## src/rtl/lfsr4_pkg.sv

```systemverilog
`timescale 1ns/1ps
package lfsr4_pkg;
  localparam int unsigned DEF_WIDTH   = 4;
  localparam int unsigned DEF_TAP_HI  = 1;
  localparam int unsigned DEF_TAP_LO  = 0;
  localparam logic [DEF_WIDTH-1:0] DEF_SEED = 4'b1101;
endpackage

```

## src/rtl/lfsr4_next.sv

```systemverilog
`timescale 1ns/1ps
// Shift toward bit 0 with XOR feedback into the top bit.
module lfsr4_next #(
  parameter int unsigned WIDTH  = 4,
  parameter int unsigned TAP_HI = 1,
  parameter int unsigned TAP_LO = 0
) (
  input  logic [WIDTH-1:0] cur,
  output logic [WIDTH-1:0] nxt
);
  localparam int unsigned TOP = WIDTH - 1;

  for (genvar i = 0; i < TOP; i++) begin : g_shift
    assign nxt[i] = cur[i+1];
  end
  assign nxt[TOP] = cur[TAP_HI] ^ cur[TAP_LO];
endmodule

```

## src/rtl/lfsr4_guard.sv

```systemverilog
`timescale 1ns/1ps
// Replaces the successor of the all-zero word with the restart word.
module lfsr4_guard #(
  parameter int unsigned            WIDTH   = 4,
  parameter logic [WIDTH-1:0]       RESTART = 4'b1101
) (
  input  logic [WIDTH-1:0] cur,
  input  logic [WIDTH-1:0] shifted,
  output logic [WIDTH-1:0] nxt
);
  logic is_zero;
  assign is_zero = ~|cur;
  assign nxt     = is_zero ? RESTART : shifted;
endmodule

```

## src/rtl/lfsr4_reg.sv

```systemverilog
`timescale 1ns/1ps
// State register: synchronous reset wins over enable.
module lfsr4_reg #(
  parameter int unsigned      WIDTH = 4,
  parameter logic [WIDTH-1:0] INIT  = 4'b1101
) (
  input  logic             clk,
  input  logic             rst,
  input  logic             en,
  input  logic [WIDTH-1:0] d,
  output logic [WIDTH-1:0] q
);
  always_ff @(posedge clk) begin
    if (rst)     q <= INIT;
    else if (en) q <= d;
  end
endmodule

```

## src/rtl/lfsr4_prng.sv

```systemverilog
`timescale 1ns/1ps
module lfsr4_prng
  import lfsr4_pkg::*;
#(
  parameter int unsigned      WIDTH        = DEF_WIDTH,
  parameter int unsigned      TAP_HI       = DEF_TAP_HI,
  parameter int unsigned      TAP_LO       = DEF_TAP_LO,
  parameter logic [WIDTH-1:0] RESET_SEED   = DEF_SEED,
  parameter logic [WIDTH-1:0] RESTART_SEED = DEF_SEED
) (
  input  logic             clk,
  input  logic             rst,
  input  logic             en,
  output logic [WIDTH-1:0] state
);
  logic [WIDTH-1:0] shifted;
  logic [WIDTH-1:0] next_word;

  lfsr4_next #(.WIDTH(WIDTH), .TAP_HI(TAP_HI), .TAP_LO(TAP_LO)) u_next (
    .cur (state),
    .nxt (shifted)
  );

  lfsr4_guard #(.WIDTH(WIDTH), .RESTART(RESTART_SEED)) u_guard (
    .cur     (state),
    .shifted (shifted),
    .nxt     (next_word)
  );

  lfsr4_reg #(.WIDTH(WIDTH), .INIT(RESET_SEED)) u_reg (
    .clk (clk),
    .rst (rst),
    .en  (en),
    .d   (next_word),
    .q   (state)
  );
endmodule

```

## config.mk

```make
export PLATFORM = sky130hd
export DESIGN_NAME = lfsr4_prng
export DESIGN_NICKNAME = d
export VERILOG_FILES = /design/src/rtl/lfsr4_pkg.sv /design/src/rtl/lfsr4_next.sv /design/src/rtl/lfsr4_guard.sv /design/src/rtl/lfsr4_reg.sv /design/src/rtl/lfsr4_prng.sv
export SDC_FILE = /design/constraint.sdc
export NUM_CORES = 1
export LEC_CHECK = 0
export ABC_AREA = 1
export BUFFER_PORTS_ARGS = -buffer_cell sky130_fd_sc_hd__buf_2
export CAP_MARGIN = 15
export CELL_PAD_IN_SITES_DETAIL_PLACEMENT = 1
export CELL_PAD_IN_SITES_GLOBAL_PLACEMENT = 1
export CORE_AREA = 2 2 39 41
export CTS_CLUSTER_DIAMETER = 50
export DETAILED_ROUTE_END_ITERATION = 10
export DIE_AREA = 0 0 41 43
export GPL_TIMING_DRIVEN = 0
export MAX_ROUTING_LAYER = met4
export PLACE_DENSITY = 0.39
export SYNTH_ARGS = -nofsm -noshare
export SYNTH_HDL_FRONTEND = slang
export SYNTH_SLANG_ARGS = --single-unit
```

## constraint.sdc

```tcl
create_clock -name clk -period 2.85 [get_ports clk]
set_clock_uncertainty 0.15 [all_clocks]
set_input_delay 0.4275 -clock clk [delete_from_list [all_inputs] [get_ports clk]]
set_output_delay 0.4275 -clock clk [all_outputs]
set_load 0.005 [all_outputs]
```

# Word level (Yosys, flattened, before mapping)
# Index checks and enable logic that the tools add are counted.
# word_totals
regBits	4
inputBits	3
# classes
muxes	1
n_bitwise	1
n_reduce_logical	1
# op_table
operator	n
2-to-1 mux 4 bit	1
OR reduction 4 bit	1
XOR 1 bit	1

# Longest topological paths before layout
# Gate-level depths: netlist of run 1.
# logic_depth
depth_word	2
depth_mapped	6
mapped_depth_nobuf	6

# Cells and area by module
# From an unflattened synthesis of run 1, not the netlist that was laid out.
# unflattened
cells_unflattened	39
area_unflattened_um2	235.2
# modules_own_cells
module	n_inst	cells_each	area_per_inst_um2
lfsr4_reg	1	20	143.9
lfsr4_guard	1	11	50.0
lfsr4_next	1	8	41.3

# Worst setup path after synthesis of run 1
# Ideal clock, no wire load.
# synth_path
path_type	reg2reg
from	register u_reg.q[0]
to	register u_reg.q[3]
setup_ps	115
arrival_time_ps	825
t_required_ps	2585
slack_ps	1760
stages_incl_launch_ff	7
n_path_buf	0
period_less_slack_ps	1090
path_cell_list	dfxtp_1 inv_1 ha_1 inv_1 nand2_1 nand2_1 nand2_1
# synth_between
elab_chain_cells	2
# synth_lines
element	line_no	source
from (decl)	lfsr4_reg.sv:11	output logic [WIDTH-1:0] q
from (signal assigned)	lfsr4_reg.sv:14	if (rst) q <= INIT;
from (signal assigned)	lfsr4_reg.sv:15	else if (en) q <= d;
OR reduction 4 bit or XOR 1 bit (tied branches)	lfsr4_guard.sv:12, lfsr4_next.sv:16	
2-to-1 mux 4 bit *	lfsr4_guard.sv:13	assign nxt = is_zero ? RESTART : shifted;
# Mark *: on every way between the ends. The rest lies on a longest branch, timed or not.
# A chain may end at the register's enable or synchronous reset.

# Worst setup path after layout of run 1
# layout_path
from	register u_reg.q[3]
to	output state[3]
# layout_lines
element	line_no	source
to (decl)	lfsr4_prng.sv:14	output logic [WIDTH-1:0] state
# No word-level cell between the ends.

==> run summary, run 1 <==
Outcome -> finished, final reports clean
Hold path startpoint -> rst
Post-DP HPWL -> 348 um
Clock latency at the later pin of the worst-skew pair -> 0.24 ns
Yosys cell types -> 7
Startpoint Class -> flip-flop
Top post-synthesis cells by area -> dfxtp_1, nand2_1, a21oi_1
Clock tree root buffer cell -> clkbuf_4
R2r startpoint -> u_reg.q[1]$_SDFFE_PP0P_
Postcts setup bufs -> 0
Leakage -> 0.142 nW
CP Class -> flip-flop to output port
Final Hold Viols -> 0
Cell Area, Synth -> 180 um^2
Residual DRC -> 0
RSZ-0062 raised after global routing -> false
Adder-cell share of the synthesized area -> 0.0694
Pre-Repair DR Iteration Count -> 2
Cts bufs inserted -> 3
Post-synth EDFFs -> 0
FP Rows -> 14
CP max FO -> 4
Worst Hold Depth -> 2
Register area share after synthesis -> 0.444
Max FFs per register -> 4
Mean Syn Cell Area -> 6.67 um^2
Top reg by flops -> u_reg.q
Worst-Margin Slew -> 0.141 ns
CTS tree -> built
Area fraction of the dominant cell type after synthesis -> 0.444
CORE AREA -> 1380 um^2
Largest family of logic cells by synthesized area -> simple AND/OR/NAND/NOR gates
Die height -> 43 um
WL/cell -> 8.67 um
Antenna Cells -> 0
CP arrival -> 0.75 ns
Critical Path Slowest Stage Cell -> dfxtp_1
Post-Synth Simple-Gate Area -> 0.271
Initial antenna violation count -> 0
Slew HR -> 0.906
Maximum vdd drop -> 0.176 mV
Final worst-path cycle share -> 0.464
Ys Warns -> 0
Vias -> 191
Total Routing Usage GR -> 0.0719
Top cells by count, synth -> nand2_1, a21oi_1, dfxtp_1, inv_1
Cts repair resizes -> 0
Async SR Flop Fraction -> 0
Port Buf Inserts -> 6
Die width -> 41 um
Min-Delay Path Class -> input pin to flip-flop
Largest net degree at the start of global routing -> 6
Post-synthesis mux area share -> 0
Die area -> 1760 um^2
H-tree levels -> 1
CP max stage delay -> 0.37 ns
# IOs -> 7
WP buf/inv -> 1
R2r worst-path depth -> 6
Sink Count -> 4
Antenna viol nets, final -> 0
Synthesized Nets -> 31
Area delta synth->final -> 40.3%
CTS Buffer Depth -> 2
Setup crit end kind -> output port
Main synth FF type -> dfxtp_1
Critical path required time -> 2.27 ns
Initial Util -> 0.130
Nets -> 42
Clock slew at reported path FFs -> 0.04 ns
Top cell type by total area after synthesis -> dfxtp_1
Setup TNS -> 0 ns
Setup-failing EPs final -> 0
Layout cell share with drive strength beyond 1 -> 0.278
Count leader, synth -> nand2_1
DR vias/cell -> 3.67
Synth Area in Compound Gates -> 0.111
Vias in the first global route -> 209
XOR/XNOR Fraction of Synth Area -> 0
PwrDens -> 627 nW/um^2
Iter 0 DRT Violations -> 1
Tmin final -> 1.32 ns
Min Hold Slack -> 0.243 ns
RePlAce Congestion -> 0.694
Total Routed Length -> 451 um
Hold-fix buffers at CTS -> 0
FF+latch count, synth -> 4
Max Cap Viol -> 0
Hold endpoint -> u_reg.q[1]$_SDFFE_PP0P_
Max Freq -> 756 MHz
Internal reg-to-reg setup slack -> 1.72 ns
Gr ovfl total -> 0
Crit path max-delay family -> flip-flops
Largest regs -> u_reg.q: 4 flops
CP Cell Sequence -> buf_2
First-pass GRT wire length -> 759 um
Slew Viols, Final -> 0
Synth Instances -> 27
Reg-to-Reg End -> u_reg.q[3]$_SDFFE_PP1P_
==> metrics by stage <==
stage | cell area (um^2) | worst slack [ns] | total power [mW] | cells | utilization
after floorplan | 180 | 1.76 | 0.0764 | 27 | -
after global placement | 230 | 1.72 | 0.0863 | 49 | 0.166
after detailed placement | 230 | 1.72 | 0.0865 | 49 | 0.166
after CTS | 253 | 1.51 | 0.162 | 52 | 0.183
after global routing | 253 | 1.49 | 0.168 | 52 | 0.183
final | 253 | 1.53 | 0.158 | 52 | 0.183
==> logic make-up (layout without fill, tap and decap cells) <==
| group | count (synthesis) | after routing |
|---|---|---|
| AOI/OAI and AO/OA | 4 | 4 |
| adders and majority gates | 1 | 1 |
| buffers and inverters | 5 | 14 |
| DFF | 4 | 4 |
| and+or+nand+nor | 13 | 13 |
==> how the worst max path moves through the flow <==
stage                            startpoint                      end  slack, ns  cells after the start
finish              u_reg.q[3]$_SDFFE_PP1P_                 state[3]       1.53                      1
global route        u_reg.q[2]$_SDFFE_PP1P_                 state[2]       1.49                      1
CTS                 u_reg.q[2]$_SDFFE_PP1P_                 state[2]       1.51                      1
detailed placement  u_reg.q[1]$_SDFFE_PP0P_  u_reg.q[3]$_SDFFE_PP1P_       1.72                      6
global placement    u_reg.q[1]$_SDFFE_PP0P_  u_reg.q[3]$_SDFFE_PP1P_       1.72                      6
floorplan           u_reg.q[0]$_SDFFE_PP1P_  u_reg.q[3]$_SDFFE_PP1P_       1.76                      6
==> per-layer routing <==
metal / share of wire / global-route usage
met1: 0.44 / 0.0641
met2: 0.47 / 0.100
met3: 0.051 / 0.0471
met4: 0.035 / 0.0600
met5: 0 / -
==> where the power goes <==
part	total, mW	switching [mW]	internal [mW]
clock network	0.0736	0.0263	0.0473
registers	0.0644	0.00372	0.0607
logic	0.0203	0.0109	0.00935
==> layout by cell type (no fill, tap or decap), drive strengths merged <==
master / count
nor2: 1
dfxtp: 4
a21oi: 4
nand2: 12
ha: 1
inv: 5
clkbuf: 3
buf: 6
==> final cells by class <==
cell class	instances	area (um^2)
repair buffers	6	30.0
clock buffers	3	22.5
flip-flops and latches	4	80.1
inverters	5	18.8
multi-input cells	18	81.3
fillers	176	1130
well taps	16	20.0
(Power assumes the default switching activity.)
==> run 2, diff against run 1 <==
- PLACE_DENSITY: 0.39 -> 0.41
- clock period: 2.85 -> 1.1 ns (I/O delays scaled with it)
==> run 2 against run 1 <==
Effect of this change:
- critical path depth did not move
- register-to-register slack got worse by 1.7 ns
- non-clock buffer count rose by 2
- first-iteration DRC count fell by 100%
- routed wire length fell by 4.7%
- core utilization rose by 2.5 points
- clock power rose by 140%
- largest power group unchanged
==> run summary, run 2 (same netlist as run 1, synthesis figures left out) <==
Antenna viol nets, final -> 0 (unchanged)
Slew Viols, Final -> 0 (unchanged)
CP arrival -> 0.73 ns (was 0.75 ns)
Largest regs -> u_reg.q: 4 flops (unchanged)
Maximum vdd drop -> 0.483 mV (was 0.176 mV)
Iter 0 DRT Violations -> 0 (was 1)
Critical path required time -> 0.78 ns (was 2.27 ns)
Top reg by flops -> u_reg.q (unchanged)
Min-Delay Path Class -> input pin to flip-flop (unchanged)
Die area -> 1760 um^2 (unchanged)
CTS Buffer Depth -> 2 (unchanged)
Die width -> 41 um (unchanged)
PwrDens -> 1450 nW/um^2 (was 627 nW/um^2)
Max Cap Viol -> 0 (unchanged)
RePlAce Congestion -> 0.667 (was 0.694)
Internal reg-to-reg setup slack -> 0.07 ns (was 1.72 ns)
FILL cells -> 173 (was 176)
CORE AREA -> 1380 um^2 (unchanged)
Initial antenna violation count -> 0 (unchanged)
DR vias/cell -> 3.80 (was 3.67)
FP Rows -> 14 (unchanged)
CP Cell Sequence -> buf_2 (unchanged)
Placed Area -> 230 um^2 (unchanged)
Residual DRC -> 0 (unchanged)
Outcome -> finished, final reports clean (unchanged)
Most common cell after layout, fill and taps aside -> nand2_1 (unchanged)
First-pass GRT wire length -> 779 um (was 759 um)
Pre-Repair DR Iteration Count -> 1 (was 2)
Tmin final -> 1.04 ns
Total Routed Length -> 430 um (was 451 um)
Register area -> 82.6 um^2 (was 80.1 um^2)
Routing usage on met1 -> 0.0673 (was 0.0641)
Cts bufs inserted -> 3 (unchanged)
Max Freq -> 959 MHz
Setup crit end kind -> output port (unchanged)
Clock slew at reported path FFs -> 0.04 ns (about the same)
CTS tree -> built (unchanged)
Startpoint Class -> flip-flop (unchanged)
Routing usage on met2 -> 0.0938 (was 0.100)
Area of the multi-input gates -> 96.3 um^2 (was 81.3 um^2)
CP max stage delay -> 0.36 ns (was 0.37 ns)
Most frequent cells in the layout -> nand2_1, buf_2, inv_2, a21oi_1, clkbuf_4 (was nand2_1, buf_2, inv_1, a21oi_1, dfxtp_1)
Total Routing Usage GR -> 0.0740 (was 0.0719)
Initial Util -> 0.130 (unchanged)
Clock tree root buffer cell -> clkbuf_4 (unchanged)
Layout cell share with drive strength beyond 1 -> 0.474 (was 0.278)
CP max FO -> 4 (unchanged)
Vias -> 205 (was 191)
Vias in the first global route -> 218 (was 209)
WL/cell -> 7.96 um (was 8.67 um)
Final Hold Viols -> 0 (unchanged)
Crit path max-delay family -> flip-flops (unchanged)
Sink Count -> 4 (unchanged)
Max FFs per register -> 4 (unchanged)
CP Class -> flip-flop to output port (unchanged)
Final worst-path cycle share -> 0.948
Final Instance Area -> 288 um^2 (was 253 um^2)
Global route hottest layer -> met4 (was met2)
Die height -> 43 um (unchanged)
Tot Pwr -> 0.417 mW (was 0.158 mW)
Critical Path Slowest Stage Cell -> dfxtp_1 (unchanged)
Area delta synth->final -> 59.7% (was 40.3%)
H-tree levels -> 1 (unchanged)
Gr ovfl total -> 0 (unchanged)
Nets -> 44 (was 42)
Min Hold Slack -> 0.0429 ns (was 0.243 ns)
Setup-failing EPs final -> 0 (unchanged)
# IOs -> 7 (unchanged)
Antenna Cells -> 0 (unchanged)
Largest net degree at the start of global routing -> 6 (unchanged)
Port Buf Inserts -> 6 (unchanged)
WP buf/inv -> 1 (unchanged)
Worst-Margin Slew -> 0.120 ns (was 0.141 ns)
RSZ-0062 raised after global routing -> true (was false)
Clock latency at the later pin of the worst-skew pair -> 0.24 ns (about the same)
Met3 Usage GRT -> 0.0314 (was 0.0471)
Leakage -> 0.149 nW (was 0.142 nW)
Slew HR -> 0.920 (was 0.906)
-- run 2: cell count changes in the layout (fill, tap and decap cells not counted), sizes merged --
cell         delta
buf             +1
dlygate4sd3     +1
-- run 2: area by class of cell --
class / instances / area share
Tap cell: 16 / 0.0696
Timing Repair Buffer: 8 / 0.165
Clock buffer: 3 / 0.0783
Multi-Input combinational cell: 18 / 0.335
Sequential cell: 4 / 0.287
Inverter: 5 / 0.0652
-- run 2: path summary, 6_finish.rpt --
| check | start | endpoint | cells past startpoint |
|---|---|---|---|
| min reg2reg | u_reg.q[0]$_SDFFE_PP1P_ | u_reg.q[0]$_SDFFE_PP1P_ | 2 |
| min | en | u_reg.q[2]$_SDFFE_PP1P_ | 3 |
| max reg2reg | u_reg.q[0]$_SDFFE_PP1P_ | u_reg.q[3]$_SDFFE_PP1P_ | 6 |
| max | u_reg.q[2]$_SDFFE_PP1P_ | state[2] | 1 |
-- run 2: power by group --
part / internal (mW) / switching (mW) / total, mW
Clock: 0.122 / 0.0578 / 0.180
Combinational: 0.0349 / 0.0341 / 0.0690
Sequential: 0.159 / 0.00979 / 0.169
-- run 2: routing by layer --
layer | routed length, um | part of all wire
met1 | 166 | 0.39
met2 | 226 | 0.53
met3 | 13 | 0.030
met4 | 22 | 0.051
met5 | 0 | 0
-- run 2: metrics by stage --
| stage | setup slack [ns] | util | instances | TNS, ns |
|---|---|---|---|---|
| finish | 0.0575 | 0.208 | 54 | 0 |
| global route | -0.00309 | 0.208 | 54 | -0.00309 |
| CTS | 0.0326 | 0.206 | 54 | 0 |
| detailed placement | -0.0429 | 0.166 | 49 | -0.0588 |
| global placement | -0.0318 | 0.166 | 49 | -0.0381 |
| floorplan | 0.00982 | - | 27 | 0 |
-- run 2: repair_timing --
action | 4_1_cts | 5_1_grt
resized for setup | 4 | 3
hold endpoints to repair | 1 | 0
gates cloned | 0 | 0
hold buffers | 1 | 0
pin swaps | 1 | 1
endpoints found under the setup margin | 3 | 3
setup buffers | 1 | 0
==> run 3, diff against run 2 <==
- GPL_TIMING_DRIVEN: 0 -> not set
==> run 3 against run 2 <==
Effect of this change:
- design area increased by 15%
- non-clock buffer count increased by 3
- global-route usage decreased by 0.82 points
- routed wire length rose by 6.3%
- clock power down 3%
- clock-buffer cell count unchanged
- critical endpoint is now state[1]
- largest power group unchanged
- sequential power hardly changed
- worst hold slack better by 0.0033 ns
- via count increased by 2.4%
- fmax decreased by 3.6%
- combinational power grew 34%
==> run summary, run 3 (same netlist as run 1, synthesis figures left out) <==
Iter 0 DRT Violations -> 1 (was 0)
DR vias/cell -> 3.68 (was 3.80)
Sink Count -> 4 (unchanged)
Combinational fraction of design power -> 0.212 (was 0.165)
Setup crit end kind -> output port (unchanged)
Worst Hold Depth -> 3 (unchanged)
Internal reg-to-reg setup slack -> 0.05 ns (was 0.07 ns)
Nets -> 47 (was 44)
Die height -> 43 um (unchanged)
Die width -> 41 um (unchanged)
Residual DRC -> 0 (unchanged)
R2r worst-path depth -> 6 (unchanged)
Finished Layout Cells -> 57 (was 54)
Port Buf Inserts -> 6 (unchanged)
Final Instance Area -> 330 um^2 (was 288 um^2)
Maximum vdd drop -> 0.416 mV (was 0.483 mV)
Critical path required time -> 0.78 ns (about the same)
Clock slew at reported path FFs -> 0.04 ns (about the same)
Placed Area -> 245 um^2 (was 230 um^2)
Antenna Cells -> 0 (unchanged)
# IOs -> 7 (unchanged)
Reg-to-Reg End -> u_reg.q[3]$_SDFFE_PP1P_ (unchanged)
Most common cell after layout, fill and taps aside -> nand2_1 (unchanged)
Die area -> 1760 um^2 (unchanged)
Max Cap Viol -> 0 (unchanged)
Clock tree root buffer cell -> clkbuf_4 (unchanged)
Min-Delay Path Class -> input pin to flip-flop (unchanged)
Reg power frac -> 0.387 (was 0.404)
CP arrival -> 0.77 ns (was 0.73 ns)
Slew HR -> 0.898 (was 0.920)
Initial Util -> 0.130 (unchanged)
Final worst-path cycle share -> 0.983 (was 0.948)
WL/cell -> 8.02 um (was 7.96 um)
RePlAce Congestion -> 0.678 (was 0.667)
Largest regs -> u_reg.q: 4 flops (unchanged)
CP max FO -> 2 (was 4)
FILL cells -> 169 (was 173)
Final Hold Viols -> 0 (unchanged)
Vias in the first global route -> 194 (was 218)
CP Class -> flip-flop to output port (unchanged)
H-tree levels -> 1 (unchanged)
Leakage -> 0.171 nW (was 0.149 nW)
Outcome -> finished, final reports clean (unchanged)
Clock share of power -> 0.400 (was 0.430)
RSZ-0062 raised after global routing -> true (unchanged)
Setup-failing EPs final -> 0 (unchanged)
Startpoint Class -> flip-flop (unchanged)
Area delta synth->final -> 83.3% (was 59.7%)
PwrDens -> 1320 nW/um^2 (was 1450 nW/um^2)
Total Routing Usage GR -> 0.0658 (was 0.0740)
Hold endpoint -> u_reg.q[0]$_SDFFE_PP1P_ (was u_reg.q[2]$_SDFFE_PP1P_)
Antenna viol nets, final -> 0 (unchanged)
Top reg by flops -> u_reg.q (unchanged)
Pre-Repair DR Iteration Count -> 2 (was 1)
Worst-Margin Slew -> 0.153 ns (was 0.120 ns)
Max FFs per register -> 4 (unchanged)
Largest net degree at the start of global routing -> 6 (unchanged)
Tmin final -> 1.08 ns (was 1.04 ns)
NetSw -> 0.102 mW (about the same)
Switching share of power -> 0.233 (was 0.244)
Most frequent cells in the layout -> nand2_1, a21oi_1, buf_2, buf_6 (was nand2_1, buf_2, inv_2, a21oi_1, clkbuf_4)
CORE AREA -> 1380 um^2 (unchanged)
Total Routed Length -> 457 um (was 430 um)
First-pass GRT wire length -> 724 um (was 779 um)
Clock latency at the later pin of the worst-skew pair -> 0.23 ns (was 0.24 ns)
CTS Buffer Depth -> 2 (unchanged)
Gr ovfl total -> 0 (unchanged)
R2r startpoint -> u_reg.q[1]$_SDFFE_PP0P_ (was u_reg.q[0]$_SDFFE_PP1P_)
Cts bufs inserted -> 3 (unchanged)
Initial antenna violation count -> 0 (unchanged)
CTS tree -> built (unchanged)
Max Freq -> 925 MHz (was 959 MHz)
Layout cell share with drive strength beyond 1 -> 0.488 (was 0.474)
Hold path startpoint -> en (unchanged)
Slew Viols, Final -> 0 (unchanged)
FP Rows -> 14 (unchanged)
DP Cell Count -> 51 (was 49)
Vias -> 210 (was 205)
Pint -> 0.334 mW (was 0.316 mW)
Post-DP HPWL -> 368 um
==> run 3: cell count changes in the layout (fill, tap and decap cells not counted), sizes merged <==
cell  change
buf       +3
==> run 3: critical path: stages (launching register included) <==
cell,delay [ns]
dfxtp_2,0.32
buf_6,0.11
buf_6,0.10
==> run 3: how the worst max path moves through the flow <==
stage                                       start                      end  slack [ns]
final                     u_reg.q[1]$_SDFFE_PP0P_                 state[1]        0.02
after global routing      u_reg.q[1]$_SDFFE_PP0P_                 state[1]       -0.01
after CTS                 u_reg.q[0]$_SDFFE_PP1P_  u_reg.q[3]$_SDFFE_PP1P_     -0.0003
after detailed placement  u_reg.q[1]$_SDFFE_PP0P_  u_reg.q[3]$_SDFFE_PP1P_      -0.008
after global placement    u_reg.q[0]$_SDFFE_PP1P_  u_reg.q[3]$_SDFFE_PP1P_       0.002
after floorplan           u_reg.q[0]$_SDFFE_PP1P_  u_reg.q[3]$_SDFFE_PP1P_        0.01
==> run 3: layout make-up <==
cell class | count | area [um^2] | area share
flip-flops and latches | 4 | 82.6 | 0.250
inverters | 5 | 18.8 | 0.0568
multi-input cells | 18 | 96.3 | 0.292
well taps | 16 | 20.0 | 0.0606
clock buffers | 3 | 22.5 | 0.0682
repair buffers | 11 | 90.1 | 0.273
==> run 3: power by group through the flow <==
stage | logic [mW] | clock network, mW | registers (mW)
after CTS | 0.0740 | 0.185 | 0.167
after detailed placement | 0.0638 | 0 | 0.168
after floorplan | 0.0288 | 0 | 0.169
after global placement | 0.0633 | 0 | 0.168
final | 0.0925 | 0.174 | 0.169
after global routing | 0.105 | 0.202 | 0.170
==> run 3: per-stage QoR <==
stage          hold WS, ns   TNS (ns)  utilization  power (mW)  setup slack (ns)
3_5_place_dp         0.233   -0.00765        0.177       0.232          -0.00765
5_1_grt             0.0721    -0.0229        0.239       0.477           -0.0111
3_3_place_gp         0.230          0        0.177       0.231           0.00212
6_report            0.0462          0        0.239       0.436            0.0185
2_1_floorplan       0.0841          0            -       0.198           0.00982
4_1_cts             0.0456  -0.000303        0.212       0.426         -0.000303
==> run 3: per-layer routing <==
layer	vias up	part of all wire	GRT usage
met5	-	0	-
met3	0	0.028	0.0314
met4	0	0	0.0600
met1	96	0.42	0.0675
li1	111	-	-
met2	3	0.55	0.0875
==> run 3: timing repair <==
item / CTS / global route
buffers inserted: 0 / 2
hold buffers: 1 / 0
pin swaps: 0 / 1
gates resized for setup: 4 / 6
setup endpoints to repair: 3 / 5
hold endpoints to repair: 1 / 0
